===== src/rtl/ldsq_pkg.sv =====
package ldsq_pkg;
    typedef enum logic [2:0] {
        OP_LD_A_IND   = 3'd0,
        OP_ST_A_IND   = 3'd1,
        OP_LD_A_DIR   = 3'd2,
        OP_ST_A_DIR   = 3'd3,
        OP_LD_A_REG   = 3'd4,
        OP_LD_REG_A   = 3'd5,
        OP_LD_REG_IMM = 3'd6,
        OP_LD_PAIR_IMM = 3'd7
    } op_e;

    typedef enum logic [1:0] {
        RUN_IDLE = 2'd0,
        RUN_AEA  = 2'd1,
        RUN_HL   = 2'd2
    } run_e;

    localparam logic [2:0] REG_A = 3'd0;
    localparam logic [2:0] REG_L = 3'd2;
    localparam logic [2:0] REG_H = 3'd3;
    localparam logic [2:0] REG_X = 3'd4;
    localparam logic [2:0] REG_W = 3'd5;

    localparam logic [1:0] PAIR_EA = 2'd0;
    localparam logic [1:0] PAIR_HL = 2'd1;
endpackage


===== src/rtl/ldsq_classify.sv =====
module ldsq_classify
    import ldsq_pkg::*;
(
    input  logic [2:0] op,
    input  logic [2:0] sel,
    output run_e       grp
);
    always_comb begin
        grp = RUN_IDLE;
        if (op == OP_LD_REG_IMM && sel == REG_A) begin
            grp = RUN_AEA;
        end else if (op == OP_LD_PAIR_IMM && sel[1:0] == PAIR_EA) begin
            grp = RUN_AEA;
        end else if (op == OP_LD_PAIR_IMM && sel[1:0] == PAIR_HL) begin
            grp = RUN_HL;
        end
    end
endmodule


===== src/rtl/ldsq_run_fsm.sv =====
module ldsq_run_fsm
    import ldsq_pkg::*;
(
    input  logic clk,
    input  logic rst_n,
    input  logic in_valid,
    input  run_e grp_in,
    output logic squash_now,
    output logic squashed_q
);
    run_e state, state_nx;
    logic squash_c;

    always_ff @(posedge clk) begin
        if (!rst_n) begin
            state      <= RUN_IDLE;
            squashed_q <= 1'b0;
        end else begin
            state      <= state_nx;
            squashed_q <= squash_c;
        end
    end

    always_comb begin
        state_nx = state;
        squash_c = 1'b0;
        if (in_valid) begin
            unique case (state)
                RUN_IDLE: begin
                    state_nx = grp_in;
                end
                RUN_AEA: begin
                    if (grp_in == RUN_AEA) squash_c = 1'b1;
                    state_nx = grp_in;
                end
                RUN_HL: begin
                    if (grp_in == RUN_HL) squash_c = 1'b1;
                    state_nx = grp_in;
                end
                default: state_nx = RUN_IDLE;
            endcase
        end
    end

    assign squash_now = squash_c;


    idle_hold_chk: assert property (@(posedge clk) disable iff (!rst_n)
        !in_valid |=> $stable(state));

    pulse_src_chk: assert property (@(posedge clk) disable iff (!rst_n)
        squashed_q |-> $past(in_valid));

    squash_grp_chk: assert property (@(posedge clk) disable iff (!rst_n)
        squashed_q |-> state != RUN_IDLE);

    legal_state_chk: assert property (@(posedge clk) disable iff (!rst_n)
        state != 2'd3);
endmodule


===== src/rtl/ldsq_regfile.sv =====
module ldsq_regfile #(
    parameter int DW   = 4,
    parameter int NREG = 8,
    localparam int NPAIR = NREG / 2,
    localparam int SW    = $clog2(NREG),
    localparam int PW    = $clog2(NPAIR)
) (
    input  logic                 clk,
    input  logic                 rst_n,
    input  logic                 we_single,
    input  logic [SW-1:0]        wsel,
    input  logic [DW-1:0]        wdata,
    input  logic                 we_pair,
    input  logic [PW-1:0]        psel,
    input  logic [2*DW-1:0]      pdata,
    output logic [NREG*DW-1:0]   regs_flat
);
    for (genvar i = 0; i < NREG; i++) begin : g_reg
        localparam int PI = i / 2;
        localparam int HI = i % 2;
        logic [DW-1:0] r;
        always_ff @(posedge clk) begin
            if (!rst_n) begin
                r <= '0;
            end else if (we_single && wsel == SW'(i)) begin
                r <= wdata;
            end else if (we_pair && psel == PW'(PI)) begin
                r <= pdata[HI*DW +: DW];
            end
        end
        assign regs_flat[i*DW +: DW] = r;
    end


    one_port_chk: assert property (@(posedge clk) disable iff (!rst_n)
        !(we_single && we_pair));

    pair_land_chk: assert property (@(posedge clk) disable iff (!rst_n)
        we_pair |=> regs_flat[{psel_q, 1'b0}*DW +: 2*DW] == pdata_q);

    logic [PW-1:0]   psel_q;
    logic [2*DW-1:0] pdata_q;
    always_ff @(posedge clk) begin
        psel_q  <= psel;
        pdata_q <= pdata;
    end
endmodule


===== src/rtl/ldsq_dmem.sv =====
module ldsq_dmem #(
    parameter int DW = 4,
    parameter int AW = 8,
    localparam int DEPTH = 1 << AW
) (
    input  logic          clk,
    input  logic          rst_n,
    input  logic          we,
    input  logic [AW-1:0] waddr,
    input  logic [DW-1:0] wdata,
    input  logic [AW-1:0] raddr,
    output logic [DW-1:0] rdata,
    input  logic [AW-1:0] oaddr,
    output logic [DW-1:0] odata
);
    logic [DW-1:0] mem [DEPTH];

    always_ff @(posedge clk) begin
        if (!rst_n) begin
            for (int i = 0; i < DEPTH; i++) mem[i] <= '0;
        end else if (we) begin
            mem[waddr] <= wdata;
        end
    end

    assign rdata = mem[raddr];
    assign odata = mem[oaddr];


    wr_land_chk: assert property (@(posedge clk) disable iff (!rst_n)
        we |=> mem[$past(waddr)] == $past(wdata));
endmodule


===== src/rtl/ldsq_unit.sv =====
module ldsq_unit
    import ldsq_pkg::*;
#(
    parameter int DW   = 4,
    parameter int AW   = 2 * DW,
    parameter int NREG = 8,
    localparam int SW  = $clog2(NREG),
    localparam int PW  = $clog2(NREG / 2)
) (
    input  logic               clk,
    input  logic               rst_n,
    input  logic               in_valid,
    input  logic [2:0]         in_op,
    input  logic [2:0]         in_sel,
    input  logic [2*DW-1:0]    in_imm,
    input  logic [AW-1:0]      in_addr,
    input  logic [AW-1:0]      obs_addr,
    output logic [DW-1:0]      obs_mem,
    output logic [NREG*DW-1:0] obs_regs,
    output logic               squashed
);
    run_e          grp;
    logic          squash_now;
    logic          exec;
    logic [NREG*DW-1:0] regs_flat;
    logic [DW-1:0] reg_a, reg_l, reg_h, reg_x, reg_w;
    logic [AW-1:0] ind_addr;

    logic          we_single, we_pair, mem_we;
    logic [SW-1:0] wsel;
    logic [DW-1:0] wdata, mem_wdata, mem_rdata;
    logic [PW-1:0] psel;
    logic [AW-1:0] mem_waddr, mem_raddr;

    ldsq_classify u_cls (.op(in_op), .sel(in_sel), .grp(grp));

    ldsq_run_fsm u_fsm (
        .clk(clk), .rst_n(rst_n), .in_valid(in_valid), .grp_in(grp),
        .squash_now(squash_now), .squashed_q(squashed)
    );

    assign reg_a = regs_flat[REG_A*DW +: DW];
    assign reg_l = regs_flat[REG_L*DW +: DW];
    assign reg_h = regs_flat[REG_H*DW +: DW];
    assign reg_x = regs_flat[REG_X*DW +: DW];
    assign reg_w = regs_flat[REG_W*DW +: DW];

    always_comb begin
        unique case (in_sel[1:0])
            2'd1:    ind_addr = AW'({reg_w, reg_x});
            2'd2:    ind_addr = AW'({reg_w, reg_l});
            default: ind_addr = AW'({reg_h, reg_l});
        endcase
    end

    assign exec = in_valid && !squash_now;

    always_comb begin
        we_single = 1'b0;
        wsel      = in_sel;
        wdata     = in_imm[DW-1:0];
        we_pair   = 1'b0;
        psel      = in_sel[PW-1:0];
        mem_we    = 1'b0;
        mem_waddr = in_addr;
        mem_wdata = reg_a;
        mem_raddr = in_addr;
        if (exec) begin
            unique case (op_e'(in_op))
                OP_LD_A_IND: begin
                    mem_raddr = ind_addr;
                    we_single = 1'b1;
                    wsel      = REG_A;
                    wdata     = mem_rdata;
                end
                OP_ST_A_IND: begin
                    mem_we    = 1'b1;
                    mem_waddr = ind_addr;
                end
                OP_LD_A_DIR: begin
                    we_single = 1'b1;
                    wsel      = REG_A;
                    wdata     = mem_rdata;
                end
                OP_ST_A_DIR: begin
                    mem_we = 1'b1;
                end
                OP_LD_A_REG: begin
                    we_single = 1'b1;
                    wsel      = REG_A;
                    wdata     = regs_flat[in_sel*DW +: DW];
                end
                OP_LD_REG_A: begin
                    we_single = 1'b1;
                    wdata     = reg_a;
                end
                OP_LD_REG_IMM: begin
                    we_single = 1'b1;
                end
                OP_LD_PAIR_IMM: begin
                    we_pair = 1'b1;
                end
                default: ;
            endcase
        end
    end

    ldsq_regfile #(.DW(DW), .NREG(NREG)) u_rf (
        .clk(clk), .rst_n(rst_n),
        .we_single(we_single), .wsel(wsel), .wdata(wdata),
        .we_pair(we_pair), .psel(psel), .pdata(in_imm),
        .regs_flat(regs_flat)
    );

    ldsq_dmem #(.DW(DW), .AW(AW)) u_mem (
        .clk(clk), .rst_n(rst_n),
        .we(mem_we), .waddr(mem_waddr), .wdata(mem_wdata),
        .raddr(mem_raddr), .rdata(mem_rdata),
        .oaddr(obs_addr), .odata(obs_mem)
    );

    assign obs_regs = regs_flat;


    squash_quiet_chk: assert property (@(posedge clk) disable iff (!rst_n)
        (in_valid && squash_now) |=> $stable(obs_regs));

    squash_pulse_chk: assert property (@(posedge clk) disable iff (!rst_n)
        (in_valid && squash_now) |=> squashed);

    idle_regs_chk: assert property (@(posedge clk) disable iff (!rst_n)
        !in_valid |=> $stable(obs_regs) && !squashed);
endmodule


===== config.mk =====
export PLATFORM = sky130hd
export DESIGN_NAME = ldsq_unit
export DESIGN_NICKNAME = d
export VERILOG_FILES = /design/src/rtl/ldsq_pkg.sv /design/src/rtl/ldsq_classify.sv /design/src/rtl/ldsq_run_fsm.sv /design/src/rtl/ldsq_regfile.sv /design/src/rtl/ldsq_dmem.sv /design/src/rtl/ldsq_unit.sv
export SDC_FILE = /design/constraint.sdc
export NUM_CORES = 2
export LEC_CHECK = 0
export BUFFER_PORTS_ARGS = -buffer_cell sky130_fd_sc_hd__buf_2
export CAP_MARGIN = 10
export CORE_MARGIN = 4
export CORE_UTILIZATION = 40
export CTS_CLUSTER_DIAMETER = 60
export DETAILED_ROUTE_END_ITERATION = 16
export GPL_ROUTABILITY_DRIVEN = 1
export MAX_ROUTING_LAYER = met4
export PLACE_DENSITY = 0.64
export SLEW_MARGIN = 0
export SYNTH_ARGS = -nofsm -noshare
export SYNTH_HDL_FRONTEND = slang
export SYNTH_SLANG_ARGS = --single-unit

===== constraint.sdc =====
create_clock -name clk -period 14.3 [get_ports clk]
set_input_delay 1.43 -clock clk [delete_from_list [all_inputs] [get_ports clk]]
set_output_delay 1.43 -clock clk [all_outputs]
set_load 0.01 [all_outputs]

# After elaboration in Yosys (flattened, before gate mapping)
# Memories as Yosys holds them, arrays and structs flattened.
# Index checks and enable logic that the tools add are counted.
# W data, S select, Z words.
[classes] eq_ne=21 n_shift=1 muxes=46 reduce_logical=36
[op_table] op="$mux W4" n=18
[op_table] op="$mux W8" n=5
[op_table] op="$shiftx A32 B6 Y4" n=1
[op_table] op="$eq A3 B3 Y1 const B" n=8
[op_table] op="$logic_and A1 B1 Y1" n=16
[op_table] op="$pmux W8 S2" n=1
[op_table] op="$reduce_bool A2 Y1" n=8
[op_table] op="$mux W1" n=14
[op_table] op="$eq A3 B2 Y1 const B" n=4
[op_table] op="$pmux W4 S3" n=1
[op_table] op="$logic_not A3 Y1" n=3
[op_table] op="$eq A2 B2 Y1 const B" n=4
[op_table] op="$mux W2" n=4
[op_table] op="$eq A2 B1 Y1 const B" n=3
[op_table] op="$eq A3 B1 Y1 const B" n=2
[op_table] op="$mux W3" n=2
[op_table] op="$reduce_or A3 Y1" n=2
[op_table] op="$reduce_or A5 Y1" n=1
[op_table] op="$logic_not A2 Y1" n=2
[op_table] op="$reduce_or A2 Y1" n=2
[op_table] op="$reduce_or A4 Y1" n=1
[op_table] op="$pmux W1 S2" n=1
[op_table] op="$logic_not A1 Y1" n=1
[word_totals] register_bits=35 ramBits=1024 out_inout_bits=37 elab_cells=115 mem_count=1
[mem_list] memory="u_mem.mem" words=256 width=4 read_ports=2 rd_ports_with_merged_regs=0 write_ports=256 line_no="ldsq_dmem.sv:16" text="logic [DW-1:0] mem [DEPTH];"

# Longest topological paths before layout
[logic_depth] depth_word=17 ltp_mapped=20 depth_no_buf=12

# Modules after synthesis
# A second synthesis with hierarchy kept.
[unflattened] cells_unflattened=4775 area_unflattened_um2=60284.1
[modules_own_cells] module="ldsq_dmem" instances=1 cells_per_inst=4434 area_per_inst_um2=57796.7 seq_area_each_um2=30749.5
[modules_own_cells] module="ldsq_regfile" instances=1 cells_per_inst=190 area_per_inst_um2=1457.6 seq_area_each_um2=640.6
[modules_own_cells] module="ldsq_unit" instances=1 cells_per_inst=128 area_per_inst_um2=815.8 seq_area_each_um2=0.0
[modules_own_cells] module="ldsq_run_fsm" instances=1 cells_per_inst=18 area_per_inst_um2=170.2 seq_area_each_um2=60.1
[modules_own_cells] module="ldsq_classify" instances=1 cells_per_inst=5 area_per_inst_um2=43.8 seq_area_each_um2=0.0

# Least setup slack after synthesis
# OpenSTA, ideal clock, no wires.
[synth_timing] path_type="in2out" start="input port obs_addr[0]" end="output port obs_mem[0]" arrival_ns=4.534 required_ns=12.870 path_slack_ns=8.336 path_stages=7 n_path_buf=3 cell_sequence="clkbuf_1 buf_1 buf_1 mux4_2 mux4_2 mux4_2 mux4_2"
[synth_between] elab_chain_len=1
[synth_rtl] item="start, declared" line_no="ldsq_unit.sv:17" text="input logic [AW-1:0] obs_addr,"
[synth_rtl] item="$mem_v2 Z256 W4"
[synth_rtl] item="end, declared" line_no="ldsq_unit.sv:18" text="output logic [DW-1:0] obs_mem,"
# No other way between the ends.

# Worst setup path in the final report
[layout_timing] start="input port obs_addr[1]" end="output port obs_mem[0]"
# The elaborated chain is that of the path after synthesis.

==> summary.txt <==
Run status
  • Outcome: finished clean

STA
  • Count of final max-slew check failures: 0
  • Max_slew headroom: a little over a tenth
  • Maximum frequency from static timing analysis: ~130 MHz
  • Final Setup Violations: 0
  • Clock Skews: about 0.034 ns
  • Accumulated negative setup slack: 0 ns
  • Endpoints failing hold: 0
  • Setup repair after global routing missed its margin: no
  • Final period util: a little over half
  • Setup slack of the critical path after layout: about 6.6 ns
  • Period minus WS final: between 7 and 8 ns
  • Pin slew with the least headroom to its limit: 1.33 ns

Finish
  • Util after Layout: ~44%
  • Final Instance Area: roughly 63000 µm²
  • Share of final-layout standard cells stronger than drive strength 1: between 10% and 20%
  • Area added between synthesis and finish: 9.76%
  • Number of nets at the end of the flow: 4670
  • Filler instances: between 10000 and 15000

Route
  • Initial DRC count: roughly 7500
  • WL/cell: 31.0 µm
  • DRC violations left: 0
  • Wire length on met2: 92.6 mm
  • Number of antenna-violating nets in the routed design: 0
  • Routed vias: 44600
  • Post-Route WL: ~210 mm
  • Met1 Wirelength: roughly 72 mm
  • Ratio of routed vias to standard cells: approximately 6.7
  • Uppermost signal routing layer after detailed routing: met4
  • DR pass1 iterations: 9
  • Met3 routed wirelength: between 20 and 30 mm

Synth
  • Count of mapped cells out of synthesis: between 4000 and 5000
  • Seq/Total Area, Yosys: approximately 55%
  • Most used standard cell by instance count after synthesis: sky130_fd_sc_hd__nor2_1
  • Library cell occupying the most area in the post-synthesis netlist: sky130_fd_sc_hd__edfxtp_1
  • Ranking of synthesized cells by instance count: sky130_fd_sc_hd__nor2_1 (1100), sky130_fd_sc_hd__edfxtp_1 (1024), sky130_fd_sc_hd__mux4_2 (439)
  • Leading post-synthesis cells by cell area: sky130_fd_sc_hd__edfxtp_1 (53%), sky130_fd_sc_hd__mux4_2 (17%), sky130_fd_sc_hd__nor2_1 (7.2%)
  • Most used flip-flop cell after synthesis: sky130_fd_sc_hd__edfxtp_1
  • Synthesized net count: approximately 4900
  • Yosys Warn Count: 0
  • Register bit total from synthesis: about 1100
  • Average size of a mapped cell: 11.9 µm²
  • Ys async rst share: 0%
  • Unique masters post-synth: about 70
  • Count of flip-flops with a built-in enable after synthesis: 1024
  • Area fraction of the dominant cell type after synthesis: approximately 53%
  • Post-synthesis instance area: a little under 60000 µm²

Clocking
  • CTS tree: yes
  • Count of H-tree levels built during CTS: 3
  • Clock Pin Slew Worst Setup and Hold Paths: about 0.06 ns
  • Later-pin clock latency in the skew report: between 0.7 and 0.8 ns
  • Hold buffer count at CTS: 0
  • Clock sink count: between 1000 and 1500
  • Clock buffer count from CTS: between 100 and 150
  • Postcts setup bufs: 0
  • Number of gates given a new drive strength after cts: 0
  • Maximum buffer depth of the clock tree: 3
  • CTS root buf: sky130_fd_sc_hd__clkbuf_16

Setup path
  • Critical Path Most Common Cell: sky130_fd_sc_hd__mux4_2
  • Critical path data arrival time: about 6.3 ns
  • Endpoint of the worst register-to-register path: u_rf.g_reg[0].r[0]
  • Slowest cell on the critical path: sky130_fd_sc_hd__buf_4
  • Max incr delay on CP: 0.90 ns
  • Type of the worst setup path: input pin to output pin
  • Startpoint class of the critical path: input pin
  • Worst R2R Path Depth: 12
  • Highest net fanout along the worst path: 80
  • FF-to-FF setup slack: around 8.7 ns
  • Required time at the worst-slack endpoint: 12.87 ns
  • Reg-to-reg critical path startpoint: u_rf.g_reg[2].r[0]
  • List of cells traversed by the critical path: buf_8 > buf_4 > buf_4 > mux4_2 > mux4_2 > mux4_2 > mux4_2 > buf_2
  • Endpoint type of the worst setup path: output pin

Hold path
  • Min-delay worst type: flip-flop to flip-flop
  • Hold Startpoint: u_fsm.state[0]
  • Worst hold endpoint: u_fsm.state[0]
  • Number of cells on the worst hold path: 2

GRT
  • Wire length of the first global-routing pass: 298 mm
  • Tot GR Track Use: between 20 and 30%
  • Number of global-route vias before repair: between 40000 and 50000
  • Global route total overflow: 0
  • Antenna violations before repair: 14
  • Maximum number of pins on one net before global-route repair: around 180

Floorplan
  • Die area: approximately 150000 µm²
  • Placeable core region: 143000 µm²
  • Die width: ~390 µm
  • Initial standard-cell utilization of the core: between 40% and 50%
  • FP Rows: roughly 140
  • I/O pin cnt: 70
  • Vert. Die Dim: roughly 390 µm

Placement
  • Total of buffers placed on input and output ports: 69
  • Worst slack at placement: 6.74 ns
  • Dpl hpwl: 138 mm
  • Post-placement cell area: between 50000 and 60000 µm²
  • Weighted congestion reported at the end of routability-driven placement: between 1 and 1.5

Pwr
  • Final total power: 7.53 mW
  • Peak supply drop: ~0.00011 V
  • PD cells: between 100 and 150 nW/µm²
  • Cell leakage power: ~20 nW

Job
  • Max Cap Violations: 0
-- cell families after synthesis --
family / share of synthesized area (%)
buf+inv: 3.47
flops: 54.5
mux: 18.2
compound gates: 9.82
fa+ha+maj: 0.130
simple gates: 13.8
xor+xnor: 0.0152
-- critical path: cells and delay by family --
family   cells  cell delay (ns)
buf+inv      4             2.49
mux          4             2.16
-- where the power goes --
part / internal [mW] / switching, mW
Combinational: 0.295 / 0.539
Sequential: 3.50 / 0.0749
Clock: 1.82 / 1.30
Total: 5.61 / 1.92
-- registers in the layout, indices dropped and copies added (netlist names) --
register          count
u_fsm.squashed_q      1
u_fsm.state           2
u_mem.mem          1024
u_rf.g.r             32
-- worst max-delay path by stage --
stage | from | endpoint
after floorplan | obs_addr[0] | obs_mem[0]
after global placement | obs_addr[1] | obs_mem[3]
after detailed placement | in_sel[1] | u_rf.g_reg[4].r[2]
after CTS | obs_addr[1] | obs_mem[3]
after global routing | obs_addr[1] | obs_mem[3]
final | obs_addr[1] | obs_mem[0]
-- layer usage --
metal | GRT usage [%] | vias up
met4 | 14.8 | 0
met3 | 6.46 | 685
met2 | 40.6 | 3671
met1 | 35.2 | 22100
li1 | - | 18100
met5 | - | -
-- layout make-up --
type | count | area, µm² | area share, %
multi-input combinational | 3296 | 24400 | 38.6
timing repair buffer | 155 | 1070 | 1.70
sequential | 1059 | 31500 | 49.7
antenna | 15 | 37.5 | 0.0593
clock inverter | 70 | 928 | 1.47
inverter | 7 | 26.3 | 0.0415
tap | 1903 | 2380 | 3.76
clock buffer | 138 | 2960 | 4.68
-- cell usage in the layout (no fill, tap or decap), types with 15 or more instances in the layout --
cell type                   synthesis  final
sky130_fd_sc_hd__a21oi_1          114    114
sky130_fd_sc_hd__o22ai_1           52     51
sky130_fd_sc_hd__a211oi_1          93     93
sky130_fd_sc_hd__clkbuf_1         375     22
sky130_fd_sc_hd__mux4_2           439    439
sky130_fd_sc_hd__dfxtp_1           35     31
sky130_fd_sc_hd__clkbuf_16          0    114
sky130_fd_sc_hd__o21ai_0          313    313
sky130_fd_sc_hd__nor3_1            59     59
sky130_fd_sc_hd__nand2_1          437    423
sky130_fd_sc_hd__buf_2             43     64
sky130_fd_sc_hd__mux2i_1           56     56
sky130_fd_sc_hd__nor4_1            26     26
sky130_fd_sc_hd__diode_2            0     15
sky130_fd_sc_hd__o221ai_1          36     36
sky130_fd_sc_hd__a32oi_1           29     29
sky130_fd_sc_hd__a31o_2            15     15
sky130_fd_sc_hd__a2111oi_0         29     29
sky130_fd_sc_hd__clkinv_2           0     19
sky130_fd_sc_hd__and2_1            74     74
sky130_fd_sc_hd__and3_1            44     44
sky130_fd_sc_hd__a31oi_1           59     58
sky130_fd_sc_hd__buf_4              3     84
sky130_fd_sc_hd__a22oi_1           26     26
sky130_fd_sc_hd__bufinv_16          0     19
sky130_fd_sc_hd__nand3_1           99     94
sky130_fd_sc_hd__edfxtp_1        1024   1024
sky130_fd_sc_hd__nor2_1          1100   1099
-- stage by stage --
step | hold slack [ns] | instances
5_1_grt | 0.594 | 6640
2_1_floorplan | 0.512 | 4852
3_3_place_gp | 0.535 | 6420
4_1_cts | 0.548 | 6628
6_report | 0.543 | 6643
3_5_place_dp | 0.538 | 6420
Note: power is estimated with default switching activity, not from simulation.
